`config.mk`:
```
export PLATFORM = sky130hd
export DESIGN_NAME = hs_sorter
export DESIGN_NICKNAME = d
export VERILOG_FILES = /design/src/rtl/hs_pkg.sv /design/src/rtl/hs_ingress.sv /design/src/rtl/hs_store.sv /design/src/rtl/hs_drain.sv /design/src/rtl/hs_sorter.sv
export SDC_FILE = /design/constraint.sdc
export NUM_CORES = 1
export LEC_CHECK = 0
export BUFFER_PORTS_ARGS = -buffer_cell sky130_fd_sc_hd__buf_2
export CORE_ASPECT_RATIO = 0.9
export CORE_MARGIN = 4
export CORE_UTILIZATION = 66
export DETAILED_ROUTE_END_ITERATION = 10
export PLACE_DENSITY = 0.84
export SLEW_MARGIN = 20
export SYNTH_ARGS = -nofsm -noshare
export SYNTH_HDL_FRONTEND = slang
export SYNTH_SLANG_ARGS = --single-unit
```
`constraint.sdc`:
```
create_clock -name clk -period 21 [get_ports clk]
set_clock_uncertainty 0.05 [all_clocks]
set_input_delay 6.3 -clock clk [delete_from_list [all_inputs] [get_ports clk]]
set_output_delay 6.3 -clock clk [all_outputs]
set_load 0.01 [all_outputs]
```
`src/rtl/hs_pkg.sv`:
```
// Shared types for the time-stamp bucket sorter.
package hs_pkg;

    // Drain sequencer state.
    typedef enum logic [0:0] {
        DR_IDLE = 1'b0,
        DR_READ = 1'b1
    } drain_state_t;

endpackage

```
`src/rtl/hs_ingress.sv`:
```
// Input control and field split for the bucket sorter.
// Splits each word into crossing number and payload. Checks the crossing
// against the acceptance window and the target bucket's fill state, then
// issues a write or drops the hit. Keeps the newest accepted crossing and the
// sticky drop flag.
// Assumes: rd_base is the next crossing still to be drained (including one
// being started this cycle); cand_full refers to cand_bkt.
module hs_ingress #(
    parameter int BCO_W    = 16,
    parameter int HIT_W    = 16,
    parameter int BKT_BITS = 3
) (
    input  logic                     clk,
    input  logic                     rst_n,
    input  logic                     in_valid,
    input  logic [BCO_W+HIT_W-1:0]   in_word,
    input  logic [BCO_W-1:0]         rd_base,
    input  logic                     cand_full,
    output logic [BKT_BITS-1:0]      cand_bkt,
    output logic                     wr_en,
    output logic [HIT_W-1:0]         wr_hit,
    output logic [BCO_W-1:0]         newest,
    output logic                     ovf
);
    localparam int              NBKT   = 1 << BKT_BITS;
    localparam int              WORD_W = BCO_W + HIT_W;
    localparam logic [BCO_W-1:0] WIN   = BCO_W'(NBKT - 1);

    logic [BCO_W-1:0] hit_bco;
    logic [BCO_W-1:0] hit_off;
    logic [BCO_W-1:0] new_off;
    logic             in_window;
    logic             drop;

    // Field split, window test and accept decision.
    always_comb begin
        hit_bco   = in_word[WORD_W-1:HIT_W];
        wr_hit    = in_word[HIT_W-1:0];
        cand_bkt  = hit_bco[BKT_BITS-1:0];
        hit_off   = hit_bco - rd_base;
        new_off   = newest - rd_base;
        in_window = hit_off < WIN;
        wr_en     = in_valid && in_window && !cand_full;
        drop      = in_valid && !wr_en;
    end

    // Newest accepted crossing and sticky drop flag.
    always_ff @(posedge clk) begin
        if (!rst_n) begin
            newest <= '0;
            ovf    <= 1'b0;
        end else begin
            if (drop)
                ovf <= 1'b1;
            if (wr_en && (hit_off > new_off))
                newest <= hit_bco;
        end
    end

    // once a hit has been dropped the flag stays set.
    p_ovf_sticky_r6: assert property (@(posedge clk) disable iff (!rst_n)
        ovf |=> ovf);

    // the newest crossing never runs outside the acceptance window.
    p_newest_window_r7: assert property (@(posedge clk) disable iff (!rst_n)
        (newest - rd_base) < WIN);

endmodule

```
`src/rtl/hs_store.sv`:
```
// Bucket storage for the sorter: one fill counter per bucket plus a
// static RAM addressed {bucket, slot}.
// A write lands at the slot given by the bucket's current fill count. A clear
// empties one bucket's counter. Reads are registered, with one cycle of latency.
// Assumes: the writer never targets a full bucket or the bucket being cleared.
module hs_store #(
    parameter int BKT_BITS  = 3,
    parameter int SLOT_BITS = 2,
    parameter int HIT_W     = 16
) (
    input  logic                  clk,
    input  logic                  rst_n,
    input  logic                  wr_en,
    input  logic [BKT_BITS-1:0]   wr_bkt,
    input  logic [HIT_W-1:0]      wr_hit,
    output logic                  wr_full,
    input  logic                  clr_en,
    input  logic [BKT_BITS-1:0]   cnt_bkt,
    output logic [SLOT_BITS:0]    cnt_out,
    input  logic                  rd_en,
    input  logic [BKT_BITS-1:0]   rd_bkt,
    input  logic [SLOT_BITS-1:0]  rd_slot,
    output logic [HIT_W-1:0]      rd_data
);
    localparam int NBKT   = 1 << BKT_BITS;
    localparam int DEPTH  = 1 << SLOT_BITS;
    localparam int CNT_W  = SLOT_BITS + 1;
    localparam int WORDS  = NBKT * DEPTH;
    localparam logic [CNT_W-1:0] CNT_FULL = CNT_W'(DEPTH);

    logic [CNT_W-1:0] fill [NBKT];
    logic [HIT_W-1:0] mem  [WORDS];
    logic [CNT_W-1:0] wr_fill;

    // Fill lookups for the writer and the drain.
    always_comb begin
        wr_fill = fill[wr_bkt];
        wr_full = (wr_fill == CNT_FULL);
        cnt_out = fill[cnt_bkt];
    end

    // Per-bucket fill counters: clear on drain start, count up on write.
    always_ff @(posedge clk) begin
        if (!rst_n) begin
            for (int b = 0; b < NBKT; b++)
                fill[b] <= '0;
        end else begin
            for (int b = 0; b < NBKT; b++) begin
                if (clr_en && (cnt_bkt == BKT_BITS'(b)))
                    fill[b] <= '0;
                else if (wr_en && (wr_bkt == BKT_BITS'(b)))
                    fill[b] <= fill[b] + CNT_W'(1);
            end
        end
    end

    // RAM write port.
    always_ff @(posedge clk) begin
        if (wr_en)
            mem[{wr_bkt, wr_fill[SLOT_BITS-1:0]}] <= wr_hit;
    end

    // RAM registered read port.
    always_ff @(posedge clk) begin
        if (rd_en)
            rd_data <= mem[{rd_bkt, rd_slot}];
    end

    // no write is ever issued to a bucket that is already full.
    p_no_overflow_r6: assert property (@(posedge clk) disable iff (!rst_n)
        wr_en |-> (fill[wr_bkt] < CNT_FULL));

    // a bucket being freed is never written in the same cycle.
    p_clear_apart_r10: assert property (@(posedge clk) disable iff (!rst_n)
        (wr_en && clr_en) |-> (wr_bkt != cnt_bkt));

endmodule

```
`src/rtl/hs_drain.sv`:
```
// Drain sequencer for the sorter.
// Walks crossing numbers upward from 0. A bucket is started once the newest
// accepted crossing is LAT or more ahead. Starting a bucket latches its count,
// frees its counter and advances the read pointer. A non-empty bucket is then
// read one slot per cycle. The output tags are registered to match the
// RAM's one-cycle read latency.
// Assumes: LAT >= 1 and LAT <= 2**BKT_BITS - 2.
module hs_drain
    import hs_pkg::*;
#(
    parameter int BCO_W     = 16,
    parameter int BKT_BITS  = 3,
    parameter int SLOT_BITS = 2,
    parameter int LAT       = 2
) (
    input  logic                  clk,
    input  logic                  rst_n,
    input  logic [BCO_W-1:0]      newest,
    input  logic [SLOT_BITS:0]    cnt_in,
    output logic [BKT_BITS-1:0]   cnt_bkt,
    output logic                  clr_en,
    output logic [BCO_W-1:0]      rd_base,
    output logic                  rd_en,
    output logic [BKT_BITS-1:0]   rd_bkt,
    output logic [SLOT_BITS-1:0]  rd_slot,
    output logic                  out_valid,
    output logic [BCO_W-1:0]      out_bco,
    output logic                  out_last
);
    localparam int               CNT_W = SLOT_BITS + 1;
    localparam logic [BCO_W-1:0] LAT_V = BCO_W'(LAT);

    drain_state_t           st;
    logic [BCO_W-1:0]       rd_bco;
    logic [BCO_W-1:0]       d_bco;
    logic [BKT_BITS-1:0]    d_bkt;
    logic [CNT_W-1:0]       d_cnt;
    logic [SLOT_BITS-1:0]   d_slot;
    logic                   start;
    logic                   issue_last;

    // Start decision, read address and last-slot detect.
    always_comb begin
        start      = (st == DR_IDLE) && ((newest - rd_bco) >= LAT_V);
        cnt_bkt    = rd_bco[BKT_BITS-1:0];
        clr_en     = start;
        rd_base    = rd_bco + {{(BCO_W-1){1'b0}}, start};
        rd_en      = (st == DR_READ);
        rd_bkt     = d_bkt;
        rd_slot    = d_slot;
        issue_last = rd_en && (({1'b0, d_slot} + CNT_W'(1)) == d_cnt);
    end

    // Sequencer: latch a bucket on start, step slots while reading.
    always_ff @(posedge clk) begin
        if (!rst_n) begin
            st     <= DR_IDLE;
            rd_bco <= '0;
            d_bco  <= '0;
            d_bkt  <= '0;
            d_cnt  <= '0;
            d_slot <= '0;
        end else if (start) begin
            rd_bco <= rd_bco + BCO_W'(1);
            d_bco  <= rd_bco;
            d_bkt  <= cnt_bkt;
            d_cnt  <= cnt_in;
            d_slot <= '0;
            st     <= (cnt_in != '0) ? DR_READ : DR_IDLE;
        end else if (st == DR_READ) begin
            d_slot <= d_slot + 1'b1;
            if (issue_last)
                st <= DR_IDLE;
        end
    end

    // Output tags aligned with the registered RAM read.
    always_ff @(posedge clk) begin
        if (!rst_n) begin
            out_valid <= 1'b0;
            out_last  <= 1'b0;
            out_bco   <= '0;
        end else begin
            out_valid <= rd_en;
            out_last  <= issue_last;
            out_bco   <= d_bco;
        end
    end

    // the group end marker only appears on a valid output.
    p_last_valid_r4: assert property (@(posedge clk) disable iff (!rst_n)
        out_last |-> out_valid);

    // a group continues on the next cycle with the same crossing.
    p_group_contig_r2: assert property (@(posedge clk) disable iff (!rst_n)
        (out_valid && !out_last) |=> (out_valid && (out_bco == $past(out_bco))));

    // a bucket is read only while the newest crossing is LAT ahead.
    p_release_lag_r7: assert property (@(posedge clk) disable iff (!rst_n)
        rd_en |-> ((newest - d_bco) >= LAT_V));

endmodule

```
`src/rtl/hs_sorter.sv`:
```
// Time-stamp bucket sorter, top level.
// Connects the input stage, the bucket storage and the drain sequencer.
// Hits arriving in any crossing order leave grouped by crossing number, in
// increasing order, with the final hit of each group marked.
// Assumes: LAT between 1 and 2**BKT_BITS - 2.
module hs_sorter #(
    parameter int BCO_W     = 16,
    parameter int HIT_W     = 16,
    parameter int BKT_BITS  = 3,
    parameter int SLOT_BITS = 2,
    parameter int LAT       = 2
) (
    input  logic                    clk,
    input  logic                    rst_n,
    input  logic                    in_valid,
    input  logic [BCO_W+HIT_W-1:0]  in_word,
    output logic                    out_valid,
    output logic [HIT_W-1:0]        out_hit,
    output logic [BCO_W-1:0]        out_bco,
    output logic                    out_last,
    output logic                    ovf_flag
);
    logic [BKT_BITS-1:0]  cand_bkt;
    logic                 cand_full;
    logic                 wr_en;
    logic [HIT_W-1:0]     wr_hit;
    logic [BCO_W-1:0]     newest;
    logic [BCO_W-1:0]     rd_base;
    logic [BKT_BITS-1:0]  cnt_bkt;
    logic [SLOT_BITS:0]   cnt_val;
    logic                 clr_en;
    logic                 rd_en;
    logic [BKT_BITS-1:0]  rd_bkt;
    logic [SLOT_BITS-1:0] rd_slot;

    hs_ingress #(
        .BCO_W(BCO_W), .HIT_W(HIT_W), .BKT_BITS(BKT_BITS)
    ) u_ingress (
        .clk(clk), .rst_n(rst_n), .in_valid(in_valid), .in_word(in_word),
        .rd_base(rd_base), .cand_full(cand_full), .cand_bkt(cand_bkt),
        .wr_en(wr_en), .wr_hit(wr_hit), .newest(newest), .ovf(ovf_flag)
    );

    hs_store #(
        .BKT_BITS(BKT_BITS), .SLOT_BITS(SLOT_BITS), .HIT_W(HIT_W)
    ) u_store (
        .clk(clk), .rst_n(rst_n), .wr_en(wr_en), .wr_bkt(cand_bkt),
        .wr_hit(wr_hit), .wr_full(cand_full), .clr_en(clr_en),
        .cnt_bkt(cnt_bkt), .cnt_out(cnt_val), .rd_en(rd_en),
        .rd_bkt(rd_bkt), .rd_slot(rd_slot), .rd_data(out_hit)
    );

    hs_drain #(
        .BCO_W(BCO_W), .BKT_BITS(BKT_BITS), .SLOT_BITS(SLOT_BITS), .LAT(LAT)
    ) u_drain (
        .clk(clk), .rst_n(rst_n), .newest(newest), .cnt_in(cnt_val),
        .cnt_bkt(cnt_bkt), .clr_en(clr_en), .rd_base(rd_base),
        .rd_en(rd_en), .rd_bkt(rd_bkt), .rd_slot(rd_slot),
        .out_valid(out_valid), .out_bco(out_bco), .out_last(out_last)
    );

endmodule

```
==> results of run 1 <==
## cells in the mapped netlist, drive strengths merged, types with 6 or more instances
library cell / count
dfxtp: 76
o31ai: 12
o21ai: 30
or2: 6
xor2: 20
or4: 7
xnor2: 42
mux4: 172
inv: 54
clkbuf: 52
o21a: 11
nand3: 19
nor3: 50
nand2: 71
a31oi: 7
a21o: 9
nor2: 55
a21oi: 37
buf: 35
ha: 67
nand4: 9
o21bai: 11
mux2: 19
and2: 21
a211oi: 7
edfxtp: 552
o2111ai: 9
maj3: 6
nor4: 29
nor2b: 8
or3: 14
mux2i: 42
## power breakdown
| part | leakage, nW | switching (mW) | internal, mW |
|---|---|---|---|
| Combinational | 3.58 | 0.474 | 0.365 |
| Clock | 0.914 | 0.479 | 0.589 |
| Sequential | 5.62 | 0.0512 | 1.40 |
| Total | 10.1 | 1.00 | 2.35 |
## layout make-up
| class | instances | area, sq um | area share |
|---|---|---|---|
| repair buffers | 100 | 614 | 0.0200 |
| diodes | 3 | 7.51 | 0.000244 |
| inverters | 54 | 203 | 0.00659 |
| flip-flops and latches | 628 | 18100 | 0.589 |
| clock inverters | 38 | 422 | 0.0137 |
| well taps | 540 | 676 | 0.0220 |
| multi-input cells | 859 | 9260 | 0.301 |
| clock buffers | 67 | 1460 | 0.0476 |
## metal layers
| metal | up-vias | global-route usage | share of wire |
|---|---|---|---|
| li1 | 6687 | - | - |
| met1 | 8282 | 0.472 | 0.36 |
| met2 | 1323 | 0.524 | 0.48 |
| met3 | 185 | 0.0805 | 0.12 |
| met4 | 2 | 0.109 | 0.040 |
| met5 | - | 0 | 0.00017 |
## final timing paths
| check | startpoint | to | slack [ns] | cells after the start |
|---|---|---|---|---|
| hold reg to reg | u_drain.d_bco[15]$_SDFFE_PN0N_ | u_drain.out_bco[15]$_SDFF_PN0_ | 0.41 | 1 |
| setup reg to reg | u_ingress.newest[0]$_SDFFE_PN0P_ | u_ingress.newest[12]$_SDFFE_PN0P_ | 11.40 | 34 |
| setup / recovery | in_word[17] | u_store.mem[29][2]$_DFFE_PP_ | 10.55 | 12 |
| hold / removal | u_drain.d_bco[15]$_SDFFE_PN0N_ | u_drain.out_bco[15]$_SDFF_PN0_ | 0.41 | 1 |
## critical path, stage by stage
cell and delay (ns):
buf_2 0.19, mux4_2 0.38, nor3_1 0.06, nor2_2 0.92, nor2_1 0.14, a2111o_1 0.46
or4_4 0.51, nor4_4 0.28, nand4_2 0.13, buf_4 0.31, nor3_2 0.60, buf_4 0.34
## per-stage QoR
step | total power [mW] | utilization | setup slack (ns) | cell area [sq um] | std cells
after floorplan | 2.01 | - | 9.81 | 27600 | 1628
after global placement | 2.26 | 0.701 | 9.88 | 28700 | 2180
after detailed placement | 2.28 | 0.702 | 9.71 | 28800 | 2180
after CTS | 3.34 | 0.748 | 10.33 | 30600 | 2285
after global routing | 3.48 | 0.750 | 10.31 | 30700 | 2286
final | 3.36 | 0.750 | 10.55 | 30800 | 2289
## state kept, by name (all words and copies together) (netlist names), named ones only
signal and cells:
u_drain.rd_bco 16, u_drain.out_valid 1, u_drain.d_cnt 3, u_store.mem 512
u_drain.d_bco 14, u_store.fill 24, u_drain.rd_en 1, u_drain.out_bco 16
u_ingress.ovf 1, u_ingress.newest 16, u_drain.rd_bkt 2, u_drain.out_last 1
u_store.rd_data 16, u_drain.rd_slot 2
## cell families after synthesis
logic type / synth area share
xor gates and xnor gates: 0.0221
DFF: 0.655
adders and majority gates: 0.0348
buffers and inverters: 0.0203
and+or+nand+nor: 0.0605
muxes: 0.163
AOI/OAI and AO/OA: 0.0447
==> results.cfg, run 1 <==
[route]
first_pass_iters = 5
ant_nets = 0
num_vias = 16479
drc = 0
wl_per_cell_um = 32.8
viasPerCell = 7.20
drt_iter0_drc = 2320
wl_mm = 75.1

[sta]
post-route-min-period_ns = 10.45
relSlewSlack = 0.171
hold_slack_ns = 0.408
fin_tns_setup_ns = 0
setup_viol = 0
tightest_slew_ns = 1.24
period_share = 0.498
rsz0062_at_grt = no
fmax_mhz = 95.7
hold_viol = 0
slew_viol_final = 0

[floorplanning]
pin_count = 70
core_area_sq_um = 41000
die_h_um = 202
start_util = 0.675
die_x_um = 224
rows = 70
die_area_sq_um = 45200

[power_and_ir_drop]
ir_drop_mv = 0.103
power_density_nw_per_um2 = 109
power_leakage_nw = 10.1

[critical_path]
worstPathRequired_ns = 21.26
crit_arrival_ns = 10.71
end_kind = register
crit_path_start_kind = input pin
worst-setup-path-type = input pin to register
path_max_fanout = 32

[final_layout]
final_cell_mix = edfxtp_1, mux4_2, dfxtp_1, nand2_1, buf_2
final_nets = 1805
final_common_cell = edfxtp_1
area_delta_synth_final_pct = 11.2
num-fill-cells = 2274
drive_gt1_frac = 0.257

[yosys]
synth.distinct_cells = 87
synth_area_leader_cell = edfxtp_1
yosysTopAreaCellShare = 0.600
synth_edf_count = 552
synth_area_sq_um = 27600
syn_area_per_cell_sq_um = 17.0
synth.yosys.warnings = 0
synth-seq-cells = 628
ys_seq_area_frac = 0.655
syn_inst = 1628
synth_area_leaders = edfxtp_1, mux4_2, dfxtp_1, ha_1, mux2i_1
synth_fp_nets = 1733
synth_ff_type = edfxtp_1
synth-async-reset-ratio = 0

[clocking]
clock-sinks = 628
clkTransAtPathRegs_ns = 0.06
htree_levels = 2
postCtsHoldBufs = 0
clk_path_buf_depth = 3
clock-root-buffer = clkbuf_16
cts_tree = built
ctsResizeCount = 0
clkLatencyLatePin_ns = 0.65
postCtsSetupBuffers = 0
cts_buffers = 57

[global_routing]
grt_remaining_overflow = 0
grt_pass1_wl_mm = 110
grt_pass1_vias = 15915
grt_max_degree = 133
grt_use_total = 0.333
antenna_found_initial = 4

[placed_design]
io_buffer_count = 69
place_congestion = 0.941
dp_hpwl_mm = 45.1

[run_status]
status = completed

[run]
max_cap_violations = 0

[worst_hold_path]
holdCritPathClass = register to register
No activity file was read; power rests on OpenSTA's default activity.
==> inputs of run 2 (changes only) <==
--- a/config.mk
+++ b/config.mk
@@ -8,9 +8,9 @@
 export BUFFER_PORTS_ARGS = -buffer_cell sky130_fd_sc_hd__buf_2
 export CORE_ASPECT_RATIO = 0.9
 export CORE_MARGIN = 4
-export CORE_UTILIZATION = 66
+export CORE_UTILIZATION = 62
 export DETAILED_ROUTE_END_ITERATION = 10
-export PLACE_DENSITY = 0.84
+export PLACE_DENSITY = 0.79
 export SLEW_MARGIN = 20
 export SYNTH_ARGS = -nofsm -noshare
 export SYNTH_HDL_FRONTEND = slang
==> constraint.sdc (replaced) <==
create_clock -name clk -period 9.8 [get_ports clk]
set_clock_uncertainty 0.05 [all_clocks]
set_input_delay 2.94 -clock clk [delete_from_list [all_inputs] [get_ports clk]]
set_output_delay 2.94 -clock clk [all_outputs]
set_load 0.01 [all_outputs]
==> run 2 against run 1 <==
Wire length decreased by 8.6%; first-iteration DRC count is 5.6% lower; critical path depth increased by 21; power is 110% higher; sequential power is 120% higher; critical path type is now register to register; largest cell class unchanged.
==> results.cfg, run 2 (synthesis gave the netlist of run 1 again) <==
[run_status]
status = completed

[power_and_ir_drop]
power_leakage_nw = 10.0
ir_drop_mv = 0.249
power_density_nw_per_um2 = 228

[sta]
hold_viol = 0
post-route-min-period_ns = 8.71
period_share = 0.889
tightest_slew_ns = 1.19
fin_tns_setup_ns = 0
slew_viol_final = 0
relSlewSlack = 0.206
rsz0062_at_grt = no
setup_viol = 0
hold_slack_ns = 0.406
fmax_mhz = 115

[route]
first_pass_iters = 5
num_vias = 15878
drc = 0
viasPerCell = 6.72
wl_mm = 68.7
drt_iter0_drc = 2190
ant_nets = 0
wl_per_cell_um = 29.0

[critical_path]
worst_path_most_repeated_cell = ha_1
worstPathRequired_ns = 10.30
cpPeakStageDelay_ns = 0.64
end_kind = register
worst-setup-path-type = register to register
crit_slowest_cell = dfxtp_1
crit_arrival_ns = 9.21
path_max_fanout = 16
crit_path_start_kind = register

[worst_hold_path]
holdCritPathClass = register to register

[clocking]
postCtsSetupBuffers = 0
clock-root-buffer = clkbuf_16
postCtsHoldBufs = 0
ctsResizeCount = 0
clkLatencyLatePin_ns = 0.62
clk_path_buf_depth = 3
cts_tree = built
clock-sinks = 628
htree_levels = 2
clkTransAtPathRegs_ns = 0.07
cts_buffers = 59

[final_layout]
final_common_cell = edfxtp_1
final_nets = 1818
instances_no_fill = 2364
final_cell_mix = edfxtp_1, mux4_2, dfxtp_1, nand2_1, buf_2
drive_gt1_frac = 0.265
area_delta_synth_final_pct = 11.4
largest_reg_flops = 512
num_antenna_cells = 0

[floorplanning]
die_h_um = 208
die_area_sq_um = 48000
rows = 73
core_area_sq_um = 44100
die_x_um = 231
start_util = 0.627
pin_count = 70

[placed_design]
place_congestion = 0.925
io_buffer_count = 69
dp_cells = 2252
dp_hpwl_mm = 40.7

[global_routing]
grt_remaining_overflow = 0
grt_pass1_vias = 15692
grt_pass1_wl_mm = 103
grt_use_total = 0.288
antenna_found_initial = 1
grt_max_degree = 92

[run]
max_cap_violations = 0
run 2: layer usage:
layer	GRT usage	vias up	wire length (um)	share of wire
met5	0	-	8	0.00012
met4	0.0805	2	1980	0.029
met3	0.0686	130	6860	0.10
met2	0.448	968	33000	0.48
met1	0.417	8070	26900	0.39
li1	-	6708	-	-
run 2: final timing paths:
kind / startpoint / end / slack, ns / depth (start not counted)
setup reg to reg: u_drain.rd_bco[2]$_SDFFE_PN0N_ / u_ingress.newest[10]$_SDFFE_PN0P_ / 1.09 / 33
setup / recovery: u_drain.rd_bco[2]$_SDFFE_PN0N_ / u_ingress.newest[10]$_SDFFE_PN0P_ / 1.09 / 33
hold / removal: u_drain.d_bco[9]$_SDFFE_PN0N_ / u_drain.out_bco[9]$_SDFF_PN0_ / 0.41 / 1
hold reg to reg: u_drain.d_bco[9]$_SDFFE_PN0N_ / u_drain.out_bco[9]$_SDFF_PN0_ / 0.41 / 1
run 2: metrics by stage:
stage	utilization	area [sq um]	total power, mW	worst slack, ns
after global placement	0.655	28900	4.76	1.56
after CTS	0.698	30800	7.03	1.24
after floorplan	-	27600	4.32	1.80
after detailed placement	0.655	28900	4.79	1.29
final	0.698	30800	7.02	1.09
after global routing	0.698	30800	7.32	0.438
run 2: final cells by class:
cell class / count / area (sq um)
inverter: 54 / 203
tap: 600 / 751
clock buffer: 71 / 1580
sequential: 628 / 18100
fill: 2690 / 13300
timing repair buffer: 111 / 673
clock inverter: 41 / 332
multi-input combinational: 859 / 9160
run 2: critical path, delay by kind of cell (launching register included):
family	cells	cell delay, ns
XOR/XNOR	3	0.75
flip-flops	1	0.64
AO/OA/AOI/OAI	13	3.06
multiplexers	1	0.23
adder cells (fa/ha/maj)	7	2.23
buffers and inverters	4	0.72
AND/OR/NAND/NOR	5	0.94
run 2: report_power, final:
part           leakage [nW]  switching (mW)  total [mW]  internal, mW
logic                  3.48           0.839        1.60         0.759
registers              5.62           0.166        3.17          3.00
clock network         0.930            1.00        2.26          1.26
==> inputs of run 3 (changes only) <==
--- a/config.mk
+++ b/config.mk
@@ -11,6 +11,7 @@
 export CORE_UTILIZATION = 62
 export DETAILED_ROUTE_END_ITERATION = 10
 export PLACE_DENSITY = 0.79
+export REMOVE_ABC_BUFFERS = 1
 export SLEW_MARGIN = 20
 export SYNTH_ARGS = -nofsm -noshare
 export SYNTH_HDL_FRONTEND = slang
==> run 3 against run 2 <==
Worst setup slack worse by 0.33 ns; largest cell class unchanged; combinational power about the same; power up 1.2%; fmax down 3.7%; sequential share of layout area down 0.16 points.
==> results.cfg, run 3 (synthesis gave the netlist of run 1 again) <==
[critical_path]
worstPathRequired_ns = 10.29
worst-setup-path-type = register to register
cpPeakStageDelay_ns = 0.89
reg2reg_from = u_drain.rd_bco[2]$_SDFFE_PN0N_
crit_path_start_kind = register
crit_arrival_ns = 9.54
end_kind = register
path_max_fanout = 16
worst_path_most_repeated_cell = ha_1
startpoint = u_drain.rd_bco[2]$_SDFFE_PN0N_
crit_slowest_cell = and3_1

[route]
ant_nets = 0
routed.top_layer = met5
drc = 0
wl_per_cell_um = 29.5
met3WireLength_mm = 7.71
wl_met2_mm = 32.2
wl_met1_mm = 27.5
drt_iter0_drc = 2085
num_vias = 15862
wl_mm = 69.7
first_pass_iters = 5
viasPerCell = 6.71

[global_routing]
grt_use_total = 0.292
grt_max_degree = 72
antenna_found_initial = 5
grt_pass1_vias = 15816
grt_remaining_overflow = 0
grt_pass1_wl_mm = 104

[clocking]
clkTransAtPathRegs_ns = 0.06
clkLatencyLatePin_ns = 0.63
clock-sinks = 628
ctsResizeCount = 0
clock-root-buffer = clkbuf_16
cts_buffers = 58
postCtsSetupBuffers = 0
cts_tree = built
clk_path_buf_depth = 3
postCtsHoldBufs = 0
htree_levels = 2

[final_layout]
final_common_cell = edfxtp_1
drive_gt1_frac = 0.265
final_nets = 1819
final_core_util = 0.700
largest_reg_flops = 512
final_cell_mix = edfxtp_1, mux4_2, nand2_1, dfxtp_1, buf_2
area_delta_synth_final_pct = 11.7

[power_and_ir_drop]
power_leakage_nw = 10.1
power_density_nw_per_um2 = 230
finalPower_mw = 7.11
ir_drop_mv = 0.173

[floorplanning]
start_util = 0.627
pin_count = 70
die_x_um = 231
core_area_sq_um = 44100
die_h_um = 208
die_area_sq_um = 48000
rows = 73

[worst_hold_path]
holdCritStartpoint = u_drain.d_bco[6]$_SDFFE_PN0N_
holdCritPathClass = register to register

[placed_design]
io_buffer_count = 69
dp_slack_ns = 0.885
place_congestion = 0.909
dp_hpwl_mm = 41.6

[sta]
fin_ws_ns = 0.752
relSlewSlack = 0.252
fmax_mhz = 111
rsz0062_at_grt = no
tightest_slew_ns = 1.12
post-route-min-period_ns = 9.05
fin_tns_setup_ns = 0
period_share = 0.923
hold_viol = 0
slew_viol_final = 0
setup_viol = 0
hold_slack_ns = 0.416

[run_status]
status = completed

[run]
max_cap_violations = 0
## run 3: cell count changes in the layout (fill, tap and decap cells not counted), sizes merged
cell and change:
buf +2, bufinv +2, clkbuf +7, clkinv -12, clkinvlp -3, diode +1
inv +3
## run 3: worst paths after layout
path	endpoint	slack [ns]	depth (start not counted)
worst max-delay path	u_ingress.newest[1]$_SDFFE_PN0P_	0.75	32
worst min-delay path	u_drain.out_bco[6]$_SDFF_PN0_	0.42	1
worst max register to register	u_ingress.newest[1]$_SDFFE_PN0P_	0.75	32
worst min register to register	u_drain.out_bco[6]$_SDFF_PN0_	0.42	1
## run 3: report_power, final
group,switching [mW],total (mW),internal (mW)
combinational,0.844,1.60,0.760
sequential,0.153,3.16,3.00
clock,0.992,2.35,1.36
## run 3: worst max-delay path, delay by kind of cell, from the launching register on
kind | cells | cell delay [ns]
AOI/OAI and AO/OA | 13 | 2.73
buffers and inverters | 3 | 0.44
DFF | 1 | 0.66
and+or+nand+nor | 6 | 1.92
adders and majority gates | 7 | 2.26
xor gates and xnor gates | 2 | 0.58
muxes | 1 | 0.29
## run 3: layout make-up
type,instances,area [sq um]
multi-input combinational,859,9160
fill,2671,13200
sequential,628,18100
inverter,54,203
timing repair buffer,113,676
clock inverter,31,310
clock buffer,78,1680
antenna,1,2.50
tap,600,751
## run 3: per-layer routing
layer  GRT usage  vias to the layer above
li1            -                     6713
met3      0.0884                      147
met2       0.434                      944
met5           0                        -
met4      0.0880                        6
met1       0.426                     8052
## run 3: stage by stage
step,cells,instance area [sq um]
floorplan,1541,27300
global placement,2254,28900
detailed placement,2254,28900
CTS,2363,30900
global route,2363,30900
finish,2364,30900
